<file path="src/rtl/iopt_pkg.sv">
package iopt_pkg;

  localparam int VA_W       = 32;
  localparam int WORD_W     = 32;
  localparam int BASE_SH    = 4;
  localparam int PA_W       = WORD_W + BASE_SH;
  localparam int PG_SH      = 12;
  localparam int RNG_W      = 3;
  localparam int WIN_MIN_SH = 24;
  localparam int PPN_LSB    = 8;
  localparam int PPN_W      = WORD_W - PPN_LSB;
  localparam int BIT_VALID  = 1;
  localparam int BIT_WRITE  = 2;
  localparam int LANES      = WORD_W / 8;

  localparam logic [WORD_W-1:0] FST_ANY    = 32'h8000_0000;
  localparam logic [WORD_W-1:0] FST_LATE   = 32'h4000_0000;
  localparam logic [WORD_W-1:0] FST_FIXED  = 32'h0080_0000;
  localparam logic [WORD_W-1:0] FST_READ   = 32'h0004_0000;
  localparam logic [WORD_W-1:0] FST_ADRVLD = 32'h0002_0000;

  typedef enum logic [1:0] {
    PERM_NONE = 2'b00,
    PERM_RO   = 2'b01,
    PERM_RW   = 2'b11
  } perm_e;

  typedef enum logic [1:0] {
    ST_IDLE  = 2'd0,
    ST_FETCH = 2'd1,
    ST_RESP  = 2'd2
  } walk_st_e;

  // First address of the mapping window: 2^VA_W minus the window size.
  function automatic logic [VA_W-1:0] win_start(input logic [RNG_W-1:0] code);
    logic [VA_W:0] size;
    logic [VA_W:0] full;
    size = (VA_W+1)'(1) << (WIN_MIN_SH + int'(code));
    full = ((VA_W+1)'(1) << VA_W) - size;
    return full[VA_W-1:0];
  endfunction

  // Byte address of the table entry for one page.
  function automatic logic [PA_W-1:0] pte_addr(input logic [WORD_W-1:0] base,
                                               input logic [VA_W-1:0]   va,
                                               input logic [VA_W-1:0]   start);
    logic [VA_W-1:0] idx;
    logic [PA_W-1:0] off;
    idx = va & ~start;
    off = PA_W'(idx >> (PG_SH - 2)) & ~PA_W'(3);
    return (PA_W'(base) << BASE_SH) + off;
  endfunction

  // Lane 0 carries the lowest addressed byte, which is the most significant.
  function automatic logic [WORD_W-1:0] be_word(input logic [WORD_W-1:0] lanes);
    logic [WORD_W-1:0] w;
    for (int k = 0; k < LANES; k++) begin
      w[WORD_W-1-8*k -: 8] = lanes[8*k +: 8];
    end
    return w;
  endfunction

  function automatic logic [PA_W-1:0] phys_addr(input logic [PPN_W-1:0] ppn,
                                                input logic [PG_SH-1:0] off);
    return (PA_W'(ppn) << PG_SH) | PA_W'(off);
  endfunction

  function automatic logic [WORD_W-1:0] fault_status(input logic is_write);
    return FST_ANY | FST_LATE | FST_FIXED | FST_ADRVLD |
           (is_write ? '0 : FST_READ);
  endfunction

endpackage

</file>
<file path="src/rtl/iopt_walk_addr.sv">
module iopt_walk_addr
  import iopt_pkg::*;
(
  input  logic                clk,
  input  logic                rst_n,
  input  logic                load,
  input  logic [WORD_W-1:0]   base,
  input  logic [RNG_W-1:0]    range_code,
  input  logic [VA_W-1:0]     va,
  output logic [PA_W-1:0]     ent_addr
);

  logic [VA_W-1:0] start_w;
  logic [PA_W-1:0] ent_addr_nxt;

  assign start_w      = win_start(range_code);
  assign ent_addr_nxt = pte_addr(base, va, start_w);

  always_ff @(posedge clk) begin
    if (!rst_n) begin
      ent_addr <= '0;
    end else if (load) begin
      ent_addr <= ent_addr_nxt;
    end
  end

endmodule

</file>
<file path="src/rtl/iopt_entry_eval.sv">
module iopt_entry_eval
  import iopt_pkg::*;
(
  input  logic [WORD_W-1:0] rd_lanes,
  input  logic              rd_err,
  input  logic              is_write,
  input  logic [VA_W-1:0]   va,
  output logic              fault,
  output logic [1:0]        perm,
  output logic [PA_W-1:0]   pa,
  output logic [VA_W-1:0]   page_va,
  output logic [WORD_W-1:0] status
);

  logic [WORD_W-1:0] pte;
  logic              ent_valid;
  logic              ent_wr;
  logic              deny_write;

  assign pte        = be_word(rd_lanes);
  assign ent_valid  = pte[BIT_VALID] && !rd_err;
  assign ent_wr     = pte[BIT_WRITE];
  assign deny_write = is_write && !ent_wr;
  assign fault      = !ent_valid || deny_write;

  always_comb begin
    if (fault) begin
      perm = PERM_NONE;
    end else if (ent_wr) begin
      perm = PERM_RW;
    end else begin
      perm = PERM_RO;
    end
  end

  assign pa      = fault ? '0 : phys_addr(pte[WORD_W-1:PPN_LSB], va[PG_SH-1:0]);
  assign page_va = {va[VA_W-1:PG_SH], {PG_SH{1'b0}}};
  assign status  = fault_status(is_write);

endmodule

</file>
<file path="src/rtl/iopt_walk_ctrl.sv">
module iopt_walk_ctrl
  import iopt_pkg::*;
(
  input  logic              clk,
  input  logic              rst_n,
  input  logic              req_valid,
  output logic              req_ready,
  input  logic [VA_W-1:0]   req_va,
  input  logic              req_write,
  output logic              mem_req_valid,
  input  logic              mem_req_ready,
  input  logic              mem_rsp_valid,
  output logic              rsp_valid,
  input  logic              rsp_ready,
  output logic              evt_accept,
  output logic [VA_W-1:0]   va_q,
  output logic              wr_q,
  input  logic              ev_fault,
  input  logic [1:0]        ev_perm,
  input  logic [PA_W-1:0]   ev_pa,
  input  logic [VA_W-1:0]   ev_page_va,
  input  logic [WORD_W-1:0] ev_status,
  output logic              rsp_fault,
  output logic [1:0]        rsp_perm,
  output logic [PA_W-1:0]   rsp_pa,
  output logic [VA_W-1:0]   rsp_iova,
  output logic [PA_W-1:0]   rsp_mask,
  output logic              flt_capture,
  output logic [WORD_W-1:0] flt_status,
  output logic [VA_W-1:0]   flt_addr
);

  localparam logic [PA_W-1:0] PAGE_MASK = PA_W'((64'd1 << PG_SH) - 64'd1);

  walk_st_e state;
  logic     issued;
  logic     evt_mem_issue;
  logic     evt_mem_done;
  logic     evt_finish;

  assign req_ready     = (state == ST_IDLE);
  assign mem_req_valid = (state == ST_FETCH) && !issued;
  assign rsp_valid     = (state == ST_RESP);

  assign evt_accept    = req_valid && req_ready;
  assign evt_mem_issue = mem_req_valid && mem_req_ready;
  assign evt_mem_done  = (state == ST_FETCH) && issued && mem_rsp_valid;
  assign evt_finish    = rsp_valid && rsp_ready;

  always_ff @(posedge clk) begin
    if (!rst_n) begin
      state  <= ST_IDLE;
      issued <= 1'b0;
      va_q   <= '0;
      wr_q   <= 1'b0;
    end else begin
      unique case (state)
        ST_IDLE: begin
          if (evt_accept) begin
            state  <= ST_FETCH;
            issued <= 1'b0;
            va_q   <= req_va;
            wr_q   <= req_write;
          end
        end
        ST_FETCH: begin
          if (evt_mem_issue) begin
            issued <= 1'b1;
          end
          if (evt_mem_done) begin
            state  <= ST_RESP;
            issued <= 1'b0;
          end
        end
        ST_RESP: begin
          if (evt_finish) begin
            state <= ST_IDLE;
          end
        end
        default: state <= ST_IDLE;
      endcase
    end
  end

  always_ff @(posedge clk) begin
    if (!rst_n) begin
      rsp_fault   <= 1'b0;
      rsp_perm    <= PERM_NONE;
      rsp_pa      <= '0;
      rsp_iova    <= '0;
      rsp_mask    <= '0;
      flt_capture <= 1'b0;
      flt_status  <= '0;
      flt_addr    <= '0;
    end else begin
      flt_capture <= evt_mem_done && ev_fault;
      if (evt_mem_done) begin
        rsp_fault <= ev_fault;
        rsp_perm  <= ev_perm;
        rsp_pa    <= ev_pa;
        rsp_iova  <= ev_fault ? '0 : ev_page_va;
        rsp_mask  <= ev_fault ? '1 : PAGE_MASK;
        if (ev_fault) begin
          flt_status <= ev_status;
          flt_addr   <= ev_page_va;
        end
      end
    end
  end

  assert_mem_hold_R3: assert property (@(posedge clk) disable iff (!rst_n)
    (mem_req_valid && !mem_req_ready) |=> mem_req_valid);

  assert_one_open_R3: assert property (@(posedge clk) disable iff (!rst_n)
    req_ready |-> (!mem_req_valid && !rsp_valid));

  assert_no_reissue_R3: assert property (@(posedge clk) disable iff (!rst_n)
    evt_mem_issue |=> !mem_req_valid);

  assert_rsp_hold_R11: assert property (@(posedge clk) disable iff (!rst_n)
    (rsp_valid && !rsp_ready) |=> (rsp_valid && $stable(rsp_pa) &&
      $stable(rsp_perm) && $stable(rsp_fault) && $stable(rsp_iova)));

  assert_cap_pulse_R9: assert property (@(posedge clk) disable iff (!rst_n)
    flt_capture |=> !flt_capture);

  assert_cap_first_R9: assert property (@(posedge clk) disable iff (!rst_n)
    flt_capture |-> (rsp_valid && rsp_fault && $rose(rsp_valid)));

endmodule

</file>
<file path="src/rtl/iopt_xlate_engine.sv">
module iopt_xlate_engine
  import iopt_pkg::*;
(
  input  logic              clk,
  input  logic              rst_n,
  input  logic [WORD_W-1:0] cfg_base,
  input  logic [RNG_W-1:0]  cfg_range,
  input  logic              req_valid,
  output logic              req_ready,
  input  logic [VA_W-1:0]   req_va,
  input  logic              req_write,
  output logic              mem_req_valid,
  input  logic              mem_req_ready,
  output logic [PA_W-1:0]   mem_req_addr,
  input  logic              mem_rsp_valid,
  input  logic [WORD_W-1:0] mem_rsp_data,
  input  logic              mem_rsp_err,
  output logic              rsp_valid,
  input  logic              rsp_ready,
  output logic              rsp_fault,
  output logic [1:0]        rsp_perm,
  output logic [PA_W-1:0]   rsp_pa,
  output logic [VA_W-1:0]   rsp_iova,
  output logic [PA_W-1:0]   rsp_mask,
  output logic              flt_capture,
  output logic [WORD_W-1:0] flt_status,
  output logic [VA_W-1:0]   flt_addr,
  output logic              irq_req
);

  logic              evt_accept;
  logic [VA_W-1:0]   va_q;
  logic              wr_q;
  logic              ev_fault;
  logic [1:0]        ev_perm;
  logic [PA_W-1:0]   ev_pa;
  logic [VA_W-1:0]   ev_page_va;
  logic [WORD_W-1:0] ev_status;

  iopt_walk_addr u_addr (
    .clk        (clk),
    .rst_n      (rst_n),
    .load       (evt_accept),
    .base       (cfg_base),
    .range_code (cfg_range),
    .va         (req_va),
    .ent_addr   (mem_req_addr)
  );

  iopt_entry_eval u_eval (
    .rd_lanes (mem_rsp_data),
    .rd_err   (mem_rsp_err),
    .is_write (wr_q),
    .va       (va_q),
    .fault    (ev_fault),
    .perm     (ev_perm),
    .pa       (ev_pa),
    .page_va  (ev_page_va),
    .status   (ev_status)
  );

  iopt_walk_ctrl u_ctrl (
    .clk           (clk),
    .rst_n         (rst_n),
    .req_valid     (req_valid),
    .req_ready     (req_ready),
    .req_va        (req_va),
    .req_write     (req_write),
    .mem_req_valid (mem_req_valid),
    .mem_req_ready (mem_req_ready),
    .mem_rsp_valid (mem_rsp_valid),
    .rsp_valid     (rsp_valid),
    .rsp_ready     (rsp_ready),
    .evt_accept    (evt_accept),
    .va_q          (va_q),
    .wr_q          (wr_q),
    .ev_fault      (ev_fault),
    .ev_perm       (ev_perm),
    .ev_pa         (ev_pa),
    .ev_page_va    (ev_page_va),
    .ev_status     (ev_status),
    .rsp_fault     (rsp_fault),
    .rsp_perm      (rsp_perm),
    .rsp_pa        (rsp_pa),
    .rsp_iova      (rsp_iova),
    .rsp_mask      (rsp_mask),
    .flt_capture   (flt_capture),
    .flt_status    (flt_status),
    .flt_addr      (flt_addr)
  );

  assign irq_req = flt_capture;

  assert_addr_hold_R2: assert property (@(posedge clk) disable iff (!rst_n)
    (mem_req_valid && !mem_req_ready) |=> $stable(mem_req_addr));

  assert_fault_blank_R8: assert property (@(posedge clk) disable iff (!rst_n)
    (rsp_valid && rsp_fault) |-> (rsp_perm == 2'b00 && rsp_pa == '0));

  assert_grant_perm_R6: assert property (@(posedge clk) disable iff (!rst_n)
    (rsp_valid && !rsp_fault) |-> (rsp_perm == 2'b01 || rsp_perm == 2'b11));

  assert_write_needs_rw_R7: assert property (@(posedge clk) disable iff (!rst_n)
    (rsp_valid && !rsp_fault && wr_q) |-> rsp_perm == 2'b11);

  assert_aligned_iova_R5: assert property (@(posedge clk) disable iff (!rst_n)
    rsp_valid |-> rsp_iova[PG_SH-1:0] == '0);

endmodule

</file>
<file path="config.mk">
export PLATFORM = sky130hd
export DESIGN_NAME = iopt_xlate_engine
export DESIGN_NICKNAME = d
export VERILOG_FILES = /design/src/rtl/iopt_pkg.sv /design/src/rtl/iopt_walk_addr.sv /design/src/rtl/iopt_entry_eval.sv /design/src/rtl/iopt_walk_ctrl.sv /design/src/rtl/iopt_xlate_engine.sv
export SDC_FILE = /design/constraint.sdc
export NUM_CORES = 1
export LEC_CHECK = 0
export ABC_CLOCK_PERIOD_IN_PS = 4400
export BUFFER_PORTS_ARGS = -buffer_cell sky130_fd_sc_hd__buf_4
export CORE_MARGIN = 5
export CORE_UTILIZATION = 40
export DETAILED_ROUTE_END_ITERATION = 12
export GPL_TIMING_DRIVEN = 0
export PLACE_DENSITY = 0.7
export SLEW_MARGIN = 20
export SYNTH_ARGS = -nofsm -noshare
export SYNTH_HDL_FRONTEND = slang
export SYNTH_SLANG_ARGS = --single-unit
</file>
<file path="constraint.sdc">
create_clock -name clk -period 4.4 [get_ports clk]
set_input_delay 0.44 -clock clk [delete_from_list [all_inputs] [get_ports clk]]
set_output_delay 0.44 -clock clk [all_outputs]
set_load 0.005 [all_outputs]
</file>
==> impl_metrics.json <==
{
  "num_rows": 49,
  "post-route-util": 0.571,
  "yosysWarnings": 0,
  "gr-total-overflow": 0,
  "coreArea_um2": 17800,
  "hold_violations": 0,
  "critPathLaunchType": "input pin",
  "setup_tns_ps": 0,
  "worst_slack_ps": 953,
  "synth.yosys.seq_area_share": 0.422,
  "start_util": 0.403,
  "cts_setup_buffers": 0,
  "cts-root-buf": "clkbuf_16",
  "place_area_um2": 9590,
  "final_area_um2": 10200,
  "cts_resized": 0,
  "ios": 319,
  "die-height_um": 144,
  "skew_ps": 9.87,
  "place_ws_ps": 526,
  "drt_wl_total_um": 23700,
  "cts_buffer_depth": 2,
  "setup_viol": 0,
  "fmax_mhz": 290,
  "hold_ws_ps": 249,
  "antenna_left": 0,
  "synthDominantCellAreaShare": 0.422,
  "power_density_nw_per_um2": 334,
  "cts.hold.buffers_added": 0,
  "worstHoldPathCells": 3,
  "clk_pin_slew_ps": 70,
  "die_x_um": 144,
  "place_hpwl_um": 19000,
  "first_global_vias": 6414,
  "synth_top_cell_by_area": "dfxtp_1",
  "cts_buffers": 17,
  "fin_nets": 1346,
  "worst_skew_pair.late_latency_ps": 430,
  "leakage_uw": 0.00461,
  "vias_per_cell": 4.87,
  "crit_path_end_kind": "flop",
  "synth_area_leaders": "dfxtp_1, buf_4, nand2_1",
  "rsz0062_at_grt": "no",
  "tightest_slew_ps": 839,
  "ys_dominant_reg_cell": "dfxtp_1",
  "required_ps": 4740,
  "dr.pass1.iters": 4,
  "drc": 0,
  "async_reset_ff_frac": 0,
  "slew_violations": 0,
  "status": "completed",
  "detail_route.wl_per_cell_um": 16.2,
  "antenna_found_initial": 1,
  "criticalPathCategory": "in -> reg",
  "finalCritPeriodShare": 0.783,
  "routed-via-count": 7119,
  "synth.distinct_cells": 51,
  "drt_iter0_markers": 395,
  "grt_max_degree": 27,
  "cts_tree": "done",
  "max_cap_viol_count": 0,
  "clkSinkCount": 151,
  "cts_max_level": 4,
  "max-slew-margin-rel": 0.438,
  "peakVddDrop_mv": 0.273,
  "crit_path_max_fanout": 10,
  "synthesis.area_um2": 7170,
  "min_path_type": "in -> reg",
  "period_needed_ps": 3450,
  "synth_edf_count": 0,
  "dieArea_um2": 20700,
  "place.gp.congestion": 0.830,
  "track_usage": 0.218,
  "syn_avg_cell_area_um2": 8.06,
  "cp.arrival_ps": 3790,
  "netlist_instances": 890,
  "io_buffers": 257,
  "synth_seq_cells": 151,
  "grt_pass1_wl_um": 35100,
  "areaGrowthSynthToFinish_pct": 41.6,
  "drive_gt1_frac": 0.316,
  "rr_worst_depth": 7
}
-- cell usage in the layout, fill, tap and decap left out, types with 3 or more instances in the layout --
cell type / count
clkbuf_1: 50
o21bai_1: 5
xor2_1: 6
nand3_1: 17
nand2b_1: 3
clkinvlp_4: 7
o21a_1: 5
o21ai_0: 32
nor3_1: 9
nor2b_1: 7
inv_6: 5
a31oi_1: 6
nand2_1: 152
nor2_1: 88
a21oi_1: 96
xnor2_1: 14
a21o_1: 6
conb_1: 54
and2_1: 7
o31ai_1: 5
inv_1: 8
buf_4: 351
a22oi_1: 57
dfxtp_1: 151
nand3b_1: 4
ha_1: 19
and3_1: 5
clkbuf_16: 17
a211oi_1: 5
a311oi_1: 3
-- where the power goes --
group	switching, uW	internal (uW)	total, uW
registers	32.7	1420	1450
logic	279	255	534
clock network	620	788	1410
-- per-stage QoR --
stage	total power, uW	instances
after floorplan	1770	943
after global placement	2000	1429
after detailed placement	2010	1429
after CTS	3410	1461
after global routing	3530	1462
final	3390	1462
-- kinds of logic after synthesis --
group | Yosys count | synth area share
buffers and inverters | 155 | 0.130
AO/OA/AOI/OAI | 236 | 0.204
flip-flops | 151 | 0.422
adder cells (fa/ha/maj) | 20 | 0.0359
XOR/XNOR | 20 | 0.0244
AND/OR/NAND/NOR | 307 | 0.183
other | 1 | 0.000523
-- flip-flops by register name, summed over array words and instances (netlist names) --
name                cells
u_ctrl.rsp_pa          36
u_ctrl.rsp_perm         2
u_ctrl.rsp_mask         2
u_ctrl.state            2
u_ctrl.flt_status       2
u_ctrl.issued           1
u_ctrl.flt_capture      1
u_ctrl.wr_q             1
u_addr.ent_addr        32
u_ctrl.flt_addr        20
u_ctrl.va_q            32
u_ctrl.rsp_iova        20
-- synth_stat cells (6+ instances only) --
master / n
nand2_1: 152
dfxtp_1: 151
a21oi_1: 96
buf_4: 94
nor2_1: 88
a22oi_1: 57
clkbuf_1: 50
o21ai_0: 32
ha_1: 19
nand3_1: 17
xnor2_1: 14
nor3_1: 9
inv_1: 8
and2_1: 7
nor2b_1: 7
a21o_1: 6
a31oi_1: 6
xor2_1: 6
-- final cells by class --
class | count | area, um2
clock inverters | 15 | 143
plain buffers | 146 | 901
clock buffers | 17 | 425
well taps | 229 | 287
multi-input cells | 637 | 3410
inverters | 9 | 33.8
fillers | 1664 | 7620
repair buffers | 257 | 1930
diodes | 1 | 2.50
flip-flops and latches | 151 | 3020
-- path summary, 6_finish.rpt --
path / start / end / slack [ps]
worst max-delay path: cfg_range[1] / u_addr.ent_addr[27]$_SDFFE_PN0P_ / 950
worst min-delay path: mem_rsp_data[13] / u_ctrl.rsp_pa[25]$_SDFFE_PN0P_ / 250
worst max register to register: u_ctrl.state[0]$_SDFFE_PN0P_ / u_ctrl.rsp_iova[22]$_SDFFE_PN0P_ / 1750
worst min register to register: u_addr.ent_addr[23]$_SDFFE_PN0P_ / u_addr.ent_addr[23]$_SDFFE_PN0P_ / 450
-- layer usage --
layer,GRT usage,part of all wire,vias to the layer above
met1,0.270,0.40,3279
met2,0.374,0.49,237
met3,0.0539,0.085,27
li1,-,-,3576
met4,0.0674,0.016,0
met5,0,0,-
-- critical path, cell delays in order --
cell	delay (ps)
clkbuf_1	180
or3_1	430
ha_1	270
a21o_1	200
a21oi_1	140
nor2b_1	80
ha_1	340
nand2_1	100
a211o_1	270
a2bb2oi_1	150
o21a_1	160
o31ai_1	590
a311oi_1	190
a311oi_1	250
(Power assumes the default switching activity.)
